$ cat config.mk
export PLATFORM = sky130hd
export DESIGN_NAME = i2c_tgt_resp_ctrl
export DESIGN_NICKNAME = d
export VERILOG_FILES = /design/src/rtl/tgt_resp_pkg.sv /design/src/rtl/tgt_ctl_regs.sv /design/src/rtl/tgt_resp_fsm.sv /design/src/rtl/tgt_dma_req.sv /design/src/rtl/i2c_tgt_resp_ctrl.sv
export SDC_FILE = /design/constraint.sdc
export NUM_CORES = 1
export LEC_CHECK = 0
export ABC_AREA = 1
export BUFFER_PORTS_ARGS = -buffer_cell sky130_fd_sc_hd__buf_2
export CAP_MARGIN = 20
export CORE_UTILIZATION = 30
export CTS_CLUSTER_SIZE = 40
export DETAILED_ROUTE_END_ITERATION = 12
export HOLD_SLACK_MARGIN = 0.15
export PLACE_DENSITY = 0.77
export SLEW_MARGIN = 20
export SYNTH_ARGS = -nofsm -noshare
export SYNTH_HDL_FRONTEND = slang
export SYNTH_SLANG_ARGS = --single-unit
$ cat constraint.sdc
create_clock -name clk -period 2.6 [get_ports clk]
set_input_delay 0.26 -clock clk [delete_from_list [all_inputs] [get_ports clk]]
set_output_delay 0.26 -clock clk [all_outputs]
set_load 0.05 [all_outputs]
$ cat src/rtl/tgt_resp_pkg.sv
package tgt_resp_pkg;

    // Control register bit positions (software depends on them)
    localparam int BIT_GO     = 0;
    localparam int BIT_REFUSE = 1;
    localparam int BIT_DMA    = 3;
    localparam int BIT_AUTO   = 8;
    localparam int BIT_EXPRD  = 9;

    typedef enum logic [2:0] {
        ST_IDLE      = 3'd0,
        ST_HDR_WAIT  = 3'd1,
        ST_TX_PHASE  = 3'd2,
        ST_RX_PHASE  = 3'd3,
        ST_BYTE_WAIT = 3'd4
    } resp_state_e;

    typedef struct packed {
        logic dma_en;
        logic auto_ack;
        logic exp_read;
    } tgt_cfg_t;

endpackage

$ cat src/rtl/tgt_ctl_regs.sv
module tgt_ctl_regs
    import tgt_resp_pkg::*;
#(
    parameter int CTL_W = 32
) (
    input  logic             clk,
    input  logic             rst_n,
    input  logic             wr_en,
    input  logic [CTL_W-1:0] wdata,
    output tgt_cfg_t         cfg,
    output logic             go,
    output logic             refuse,
    output logic [CTL_W-1:0] rdata
);

    tgt_cfg_t cfg_q;

    always_ff @(posedge clk or negedge rst_n) begin
        if (!rst_n) begin
            cfg_q <= '0;
        end else if (wr_en) begin
            cfg_q <= '{dma_en:   wdata[BIT_DMA],
                       auto_ack: wdata[BIT_AUTO],
                       exp_read: wdata[BIT_EXPRD]};
        end
    end

    // action strobes live only in the write cycle
    assign go     = wr_en & wdata[BIT_GO];
    assign refuse = wdata[BIT_REFUSE];
    assign cfg    = cfg_q;

    generate
        for (genvar b = 0; b < CTL_W; b++) begin : g_rd
            if (b == BIT_DMA) begin : g_dma
                assign rdata[b] = cfg_q.dma_en;
            end else if (b == BIT_AUTO) begin : g_auto
                assign rdata[b] = cfg_q.auto_ack;
            end else if (b == BIT_EXPRD) begin : g_exp
                assign rdata[b] = cfg_q.exp_read;
            end else begin : g_zero
                assign rdata[b] = 1'b0;
            end
        end
    endgenerate

    logic unused_wbits;
    assign unused_wbits = ^wdata;

endmodule

$ cat src/rtl/tgt_resp_fsm.sv
module tgt_resp_fsm
    import tgt_resp_pkg::*;
(
    input  logic        clk,
    input  logic        rst_n,
    input  tgt_cfg_t    cfg,
    input  logic        go,
    input  logic        refuse,
    input  logic        hdr_valid,
    input  logic        hdr_match,
    input  logic        hdr_rw,
    input  logic        auto_nack,
    input  logic        byte_done,
    output resp_state_e state,
    output logic        ack_valid,
    output logic        ack_nack,
    output logic        pending
);

    resp_state_e state_q, state_d;
    logic        rd_q, rd_d;
    logic        emit_d, nack_d;

    // next state and decision
    always_comb begin
        state_d = state_q;
        rd_d    = rd_q;
        emit_d  = 1'b0;
        nack_d  = 1'b0;
        unique case (state_q)
            ST_IDLE, ST_TX_PHASE, ST_RX_PHASE: begin
                if (hdr_valid) begin
                    if (!hdr_match) begin
                        emit_d  = 1'b1;
                        nack_d  = 1'b1;
                        state_d = ST_IDLE;
                    end else if (cfg.auto_ack && (hdr_rw == cfg.exp_read)) begin
                        emit_d  = 1'b1;
                        rd_d    = hdr_rw;
                        state_d = hdr_rw ? ST_TX_PHASE : ST_RX_PHASE;
                    end else if (auto_nack) begin
                        emit_d  = 1'b1;
                        nack_d  = 1'b1;
                        state_d = ST_IDLE;
                    end else begin
                        rd_d    = hdr_rw;
                        state_d = ST_HDR_WAIT;
                    end
                end else if (byte_done && (state_q == ST_RX_PHASE)) begin
                    if (cfg.dma_en) begin
                        emit_d = 1'b1;
                    end else begin
                        state_d = ST_BYTE_WAIT;
                    end
                end else if (byte_done && (state_q == ST_TX_PHASE)) begin
                    if (!cfg.dma_en) begin
                        state_d = ST_BYTE_WAIT;
                    end
                end
            end
            ST_HDR_WAIT: begin
                if (go) begin
                    emit_d  = 1'b1;
                    nack_d  = refuse;
                    state_d = refuse ? ST_IDLE :
                              (rd_q ? ST_TX_PHASE : ST_RX_PHASE);
                end
            end
            ST_BYTE_WAIT: begin
                if (go) begin
                    if (rd_q) begin
                        state_d = ST_TX_PHASE;
                    end else begin
                        emit_d  = 1'b1;
                        nack_d  = refuse;
                        state_d = refuse ? ST_IDLE : ST_RX_PHASE;
                    end
                end
            end
            default: state_d = ST_IDLE;
        endcase
    end

    // state register
    always_ff @(posedge clk or negedge rst_n) begin
        if (!rst_n) begin
            state_q <= ST_IDLE;
            rd_q    <= 1'b0;
        end else begin
            state_q <= state_d;
            rd_q    <= rd_d;
        end
    end

    // registered outputs
    always_ff @(posedge clk or negedge rst_n) begin
        if (!rst_n) begin
            ack_valid <= 1'b0;
            ack_nack  <= 1'b0;
        end else begin
            ack_valid <= emit_d;
            ack_nack  <= emit_d & nack_d;
        end
    end

    assign state   = state_q;
    assign pending = (state_q == ST_HDR_WAIT) || (state_q == ST_BYTE_WAIT);

endmodule

$ cat src/rtl/tgt_dma_req.sv
module tgt_dma_req
    import tgt_resp_pkg::*;
#(
    parameter int NUM_CH = 2
) (
    input  logic              clk,
    input  logic              rst_n,
    input  logic              dma_en,
    input  resp_state_e       state,
    input  logic [NUM_CH-1:0] buf_flag,
    output logic [NUM_CH-1:0] req
);

    // channel 0 serves transmit phases, channel 1 receive phases
    generate
        for (genvar c = 0; c < NUM_CH; c++) begin : g_ch
            localparam resp_state_e PHASE = (c == 0) ? ST_TX_PHASE : ST_RX_PHASE;
            always_ff @(posedge clk or negedge rst_n) begin
                if (!rst_n) begin
                    req[c] <= 1'b0;
                end else begin
                    req[c] <= dma_en && (state == PHASE) && buf_flag[c];
                end
            end
        end
    endgenerate

endmodule

$ cat src/rtl/i2c_tgt_resp_ctrl.sv
module i2c_tgt_resp_ctrl
    import tgt_resp_pkg::*;
#(
    parameter int CTL_W = 32
) (
    input  logic             clk,
    input  logic             rst_n,
    input  logic             ctl_wr,
    input  logic [CTL_W-1:0] ctl_wdata,
    output logic [CTL_W-1:0] ctl_rdata,
    input  logic             hdr_valid,
    input  logic             hdr_match,
    input  logic             hdr_rw,
    input  logic             auto_nack,
    input  logic             byte_done,
    input  logic             txbuf_empty,
    input  logic             rxbyte_ready,
    output logic             ack_valid,
    output logic             ack_nack,
    output logic             pending,
    output logic             stall,
    output logic             dma_tx_req,
    output logic             dma_rx_req
);

    localparam int NUM_CH = 2;

    tgt_cfg_t          cfg;
    logic              go, refuse;
    resp_state_e       state;
    logic [NUM_CH-1:0] dreq;

    tgt_ctl_regs #(.CTL_W(CTL_W)) u_regs (
        .clk    (clk),
        .rst_n  (rst_n),
        .wr_en  (ctl_wr),
        .wdata  (ctl_wdata),
        .cfg    (cfg),
        .go     (go),
        .refuse (refuse),
        .rdata  (ctl_rdata)
    );

    tgt_resp_fsm u_fsm (
        .clk       (clk),
        .rst_n     (rst_n),
        .cfg       (cfg),
        .go        (go),
        .refuse    (refuse),
        .hdr_valid (hdr_valid),
        .hdr_match (hdr_match),
        .hdr_rw    (hdr_rw),
        .auto_nack (auto_nack),
        .byte_done (byte_done),
        .state     (state),
        .ack_valid (ack_valid),
        .ack_nack  (ack_nack),
        .pending   (pending)
    );

    tgt_dma_req #(.NUM_CH(NUM_CH)) u_dma (
        .clk      (clk),
        .rst_n    (rst_n),
        .dma_en   (cfg.dma_en),
        .state    (state),
        .buf_flag ({rxbyte_ready, txbuf_empty}),
        .req      (dreq)
    );

    assign stall      = pending;
    assign dma_tx_req = dreq[0];
    assign dma_rx_req = dreq[1];

endmodule

==> results.txt <==
- Max clock buf depth: 2
- The number of failing hold endpoints at the final stage came to 0.
- The die is 55.6 µm wide.
* Crit path cell chain: inv_1, nand3_1, nand2_2, buf_2
* P_leak: 0.556 nW
- At the worst endpoint, the arrival time is 1320 ps.
- Maximum number of pins on one net before global-route repair: 12
* Final wirelength: 1500 µm
* Max-cap violations: 0
- Critical hold path startpoint: ctl_wdata[3]
- The highest metal layer carrying signal wires in the routed design is met4.
- Period Utilization, post-route: 60.8%
- The final route contains 714 vias.
- Clock-pin slew on the worst setup and hold paths: 70 ps
* Top Ports: 80
- The detail route stage leaves a number of antenna-violating nets equal to 0.
* Number of storage elements in the synthesis netlist: 11
* Outcome: complete, no violations
- Max Transition Viols Final: 0
- During synthesis, Yosys emitted a total of 0 warnings.
- Setup TNS after final layout: 0 ps
* Drt pass-1 iters: 3
- Syn_area_per_cell: 7.24 µm²
- Detail-routed via count per cell: 4.08
- For hold timing, the worst endpoint is u_regs.cfg[2].
* Min-Delay Path Class: in -> reg
* Num Clock Sinks: 11
* Worst EP required: 2340 ps
- The top cell types in the final layout, fill and taps aside, are sky130_fd_sc_hd__nand2_1 (30), sky130_fd_sc_hd__conb_1 (29), sky130_fd_sc_hd__buf_2 (23), sky130_fd_sc_hd__inv_1 (11), sky130_fd_sc_hd__dfrtp_1 (11).
- The worst-case IR drop observed on VDD is 0.537 mV.
- The core region is 0.00273 mm².
- Layout area overhead: 7.26%
- The first global-routing pass estimated 2460 µm of wire.
* Most common cell after layout, fill and taps aside: sky130_fd_sc_hd__nand2_1
* Library cell used as clock root buffer: sky130_fd_sc_hd__clkbuf_4
* Slack of the worst reg-to-reg path: 1370 ps
* CTS resizes: 0
- Sequential share of the synthesized area: 31.9%
- Once layout is complete, the utilization of the core stands at 33.8%.
- The synthesized netlist occupies a cell area of 862 µm².
- Setup violations remaining at the end of the flow were counted as 0.
- The post-route netlist has 25.7% of its cells at a drive strength greater than 1.
- Worst Clk Skew: 1.74 ps
- Antenna Cells: 0
- Clock network latency to the later pin of the worst-skew pair: 270 ps
- Detail Route met2 WL: 723 µm
* Weighted congestion reported at the end of routability-driven placement: 0.923
* Type of destination of the critical path: output port
* Worst Path Max Fanout: 5
- Number of buffers created by CTS: 3
- Based on the critical path, the design can be clocked at up to 633 MHz.
* Worst hold path stage count: 3
- Depth of the worst register-to-register path: 8
* Count of buffers from port buffering: 23
- Final routed DRC violation total: 0
- M1 WL: 621 µm
* Number of global-route vias before repair: 632
- The endpoint identified for the worst register-to-register timing path is u_fsm.state[1].
- The smallest clock period supported by the final layout is computed as 1580 ps.
- The slowest stage of the critical path is the sky130_fd_sc_hd__dfrtp_1 cell.
- Cell count after synthesis: 119
- The worst register-to-register path begins at u_fsm.state[0].
* Number of rows created at floorplan: 19
* WS Path Type: reg -> out
* Power density normalized to cell area: 923 mW/mm²
* Gr ovfl total: 0
- Number of levels the H-tree was split into: 1
* CTS tree: yes
- The netlist uses 19 different library cells.
- Setup repair after global routing left no endpoint under its margin.
- Starting Density: 31.5%
- The filler cells instantiated in the layout total 285.
- CP delay by family, top: flip-flops
- Worst path max stage delay: 400 ps
- Initial antenna violation count: 0
- Full die area: 0.00309 mm²
- Die height: 55.6 µm
* Crit start category: register
- The critical path contains buffers and inverters numbering 2 combined.
* Global-route usage over all layers: 10.5%
- The net count of the finished layout is 187.
- In the final routed layout, each cell accounts on average for 8.57 µm.
* HPWL after detailed placement: 1240 µm
- The first routing iteration left 11 violations.
* Met3 Wirelength: 109 µm
-- state kept, by name (all words and copies together) (netlist names) --
name and cells:
u_fsm.ack_nack 1, u_regs.cfg 3, u_fsm.rd_q 1, u_dma.req 2, u_fsm.ack_valid 1, u_fsm.state 3
-- what timing repair did --
action                    in CTS  in global routing
hold endpoints to repair      11                  0
buffers inserted               0                  0
hold buffers                   1                  0
-- power breakdown --
part           switching (mW)  total, mW  internal (mW)
clock network          0.0618      0.121         0.0595
registers              0.0334      0.246          0.213
logic                   0.379      0.486          0.106
total                   0.474      0.853          0.379
-- worst min-delay path, stage by stage --
cell and delay [ps]:
sky130_fd_sc_hd__buf_2 70, sky130_fd_sc_hd__nand2_1 40, sky130_fd_sc_hd__o21ai_0 50
-- layer usage --
layer,global-route usage (%),vias to the layer above
met5,0,-
met4,8.57,0
met3,2.09,4
met2,17.9,31
met1,11.2,315
li1,-,364
-- worst max path at each step --
stage / from / to / cells past startpoint
6_report: u_fsm.state[1] / pending / 4
3_3_place_gp: u_fsm.state[1] / stall / 4
4_1_cts: u_fsm.state[1] / pending / 4
2_1_floorplan: u_fsm.state[1] / stall / 4
3_5_place_dp: u_fsm.state[1] / pending / 4
5_1_grt: u_fsm.state[1] / stall / 4
-- per-stage QoR --
step	instances	hold slack (ps)	power (mW)	cell area [µm²]	worst slack (ps)
floorplan	147	-35.6	0.692	967	1230
global placement	170	144	0.729	888	1320
detailed placement	170	146	0.736	888	1300
CTS	175	193	0.857	925	1010
global route	175	204	0.911	925	937
finish	175	187	0.853	925	1020
-- layout make-up --
cell class                      instances  area (µm²)  area share [%]
Multi-Input combinational cell         92         410            44.4
Sequential cell                        11         275            29.8
Timing Repair Buffer                   24         125            13.5
Inverter                               13        48.8            5.28
Tap cell                               31        38.8            4.19
Clock buffer                            4        26.3            2.84
-- cell usage after synthesis, drive strengths merged --
master  count  area [µm²]
a21o        1        8.76
nor2        6        27.5
nand2      32         125
conb        1        3.75
o21ai       8        40.0
buf        31         233
inv        13        48.8
nor3        3        15.0
nand4       2        12.5
nand3       8        50.1
mux2        1        11.3
dfrtp      11         275
a21oi       1        5.00
or2         1        6.26
-- logic make-up after synthesis --
group	count (synthesis)	synth area share [%]
AO/OA/AOI/OAI	10	6.24
buffers and inverters	44	32.7
flip-flops	11	31.9
multiplexers	1	1.31
other	1	0.435
AND/OR/NAND/NOR	52	27.4
Note: power is estimated with default switching activity, not from simulation.
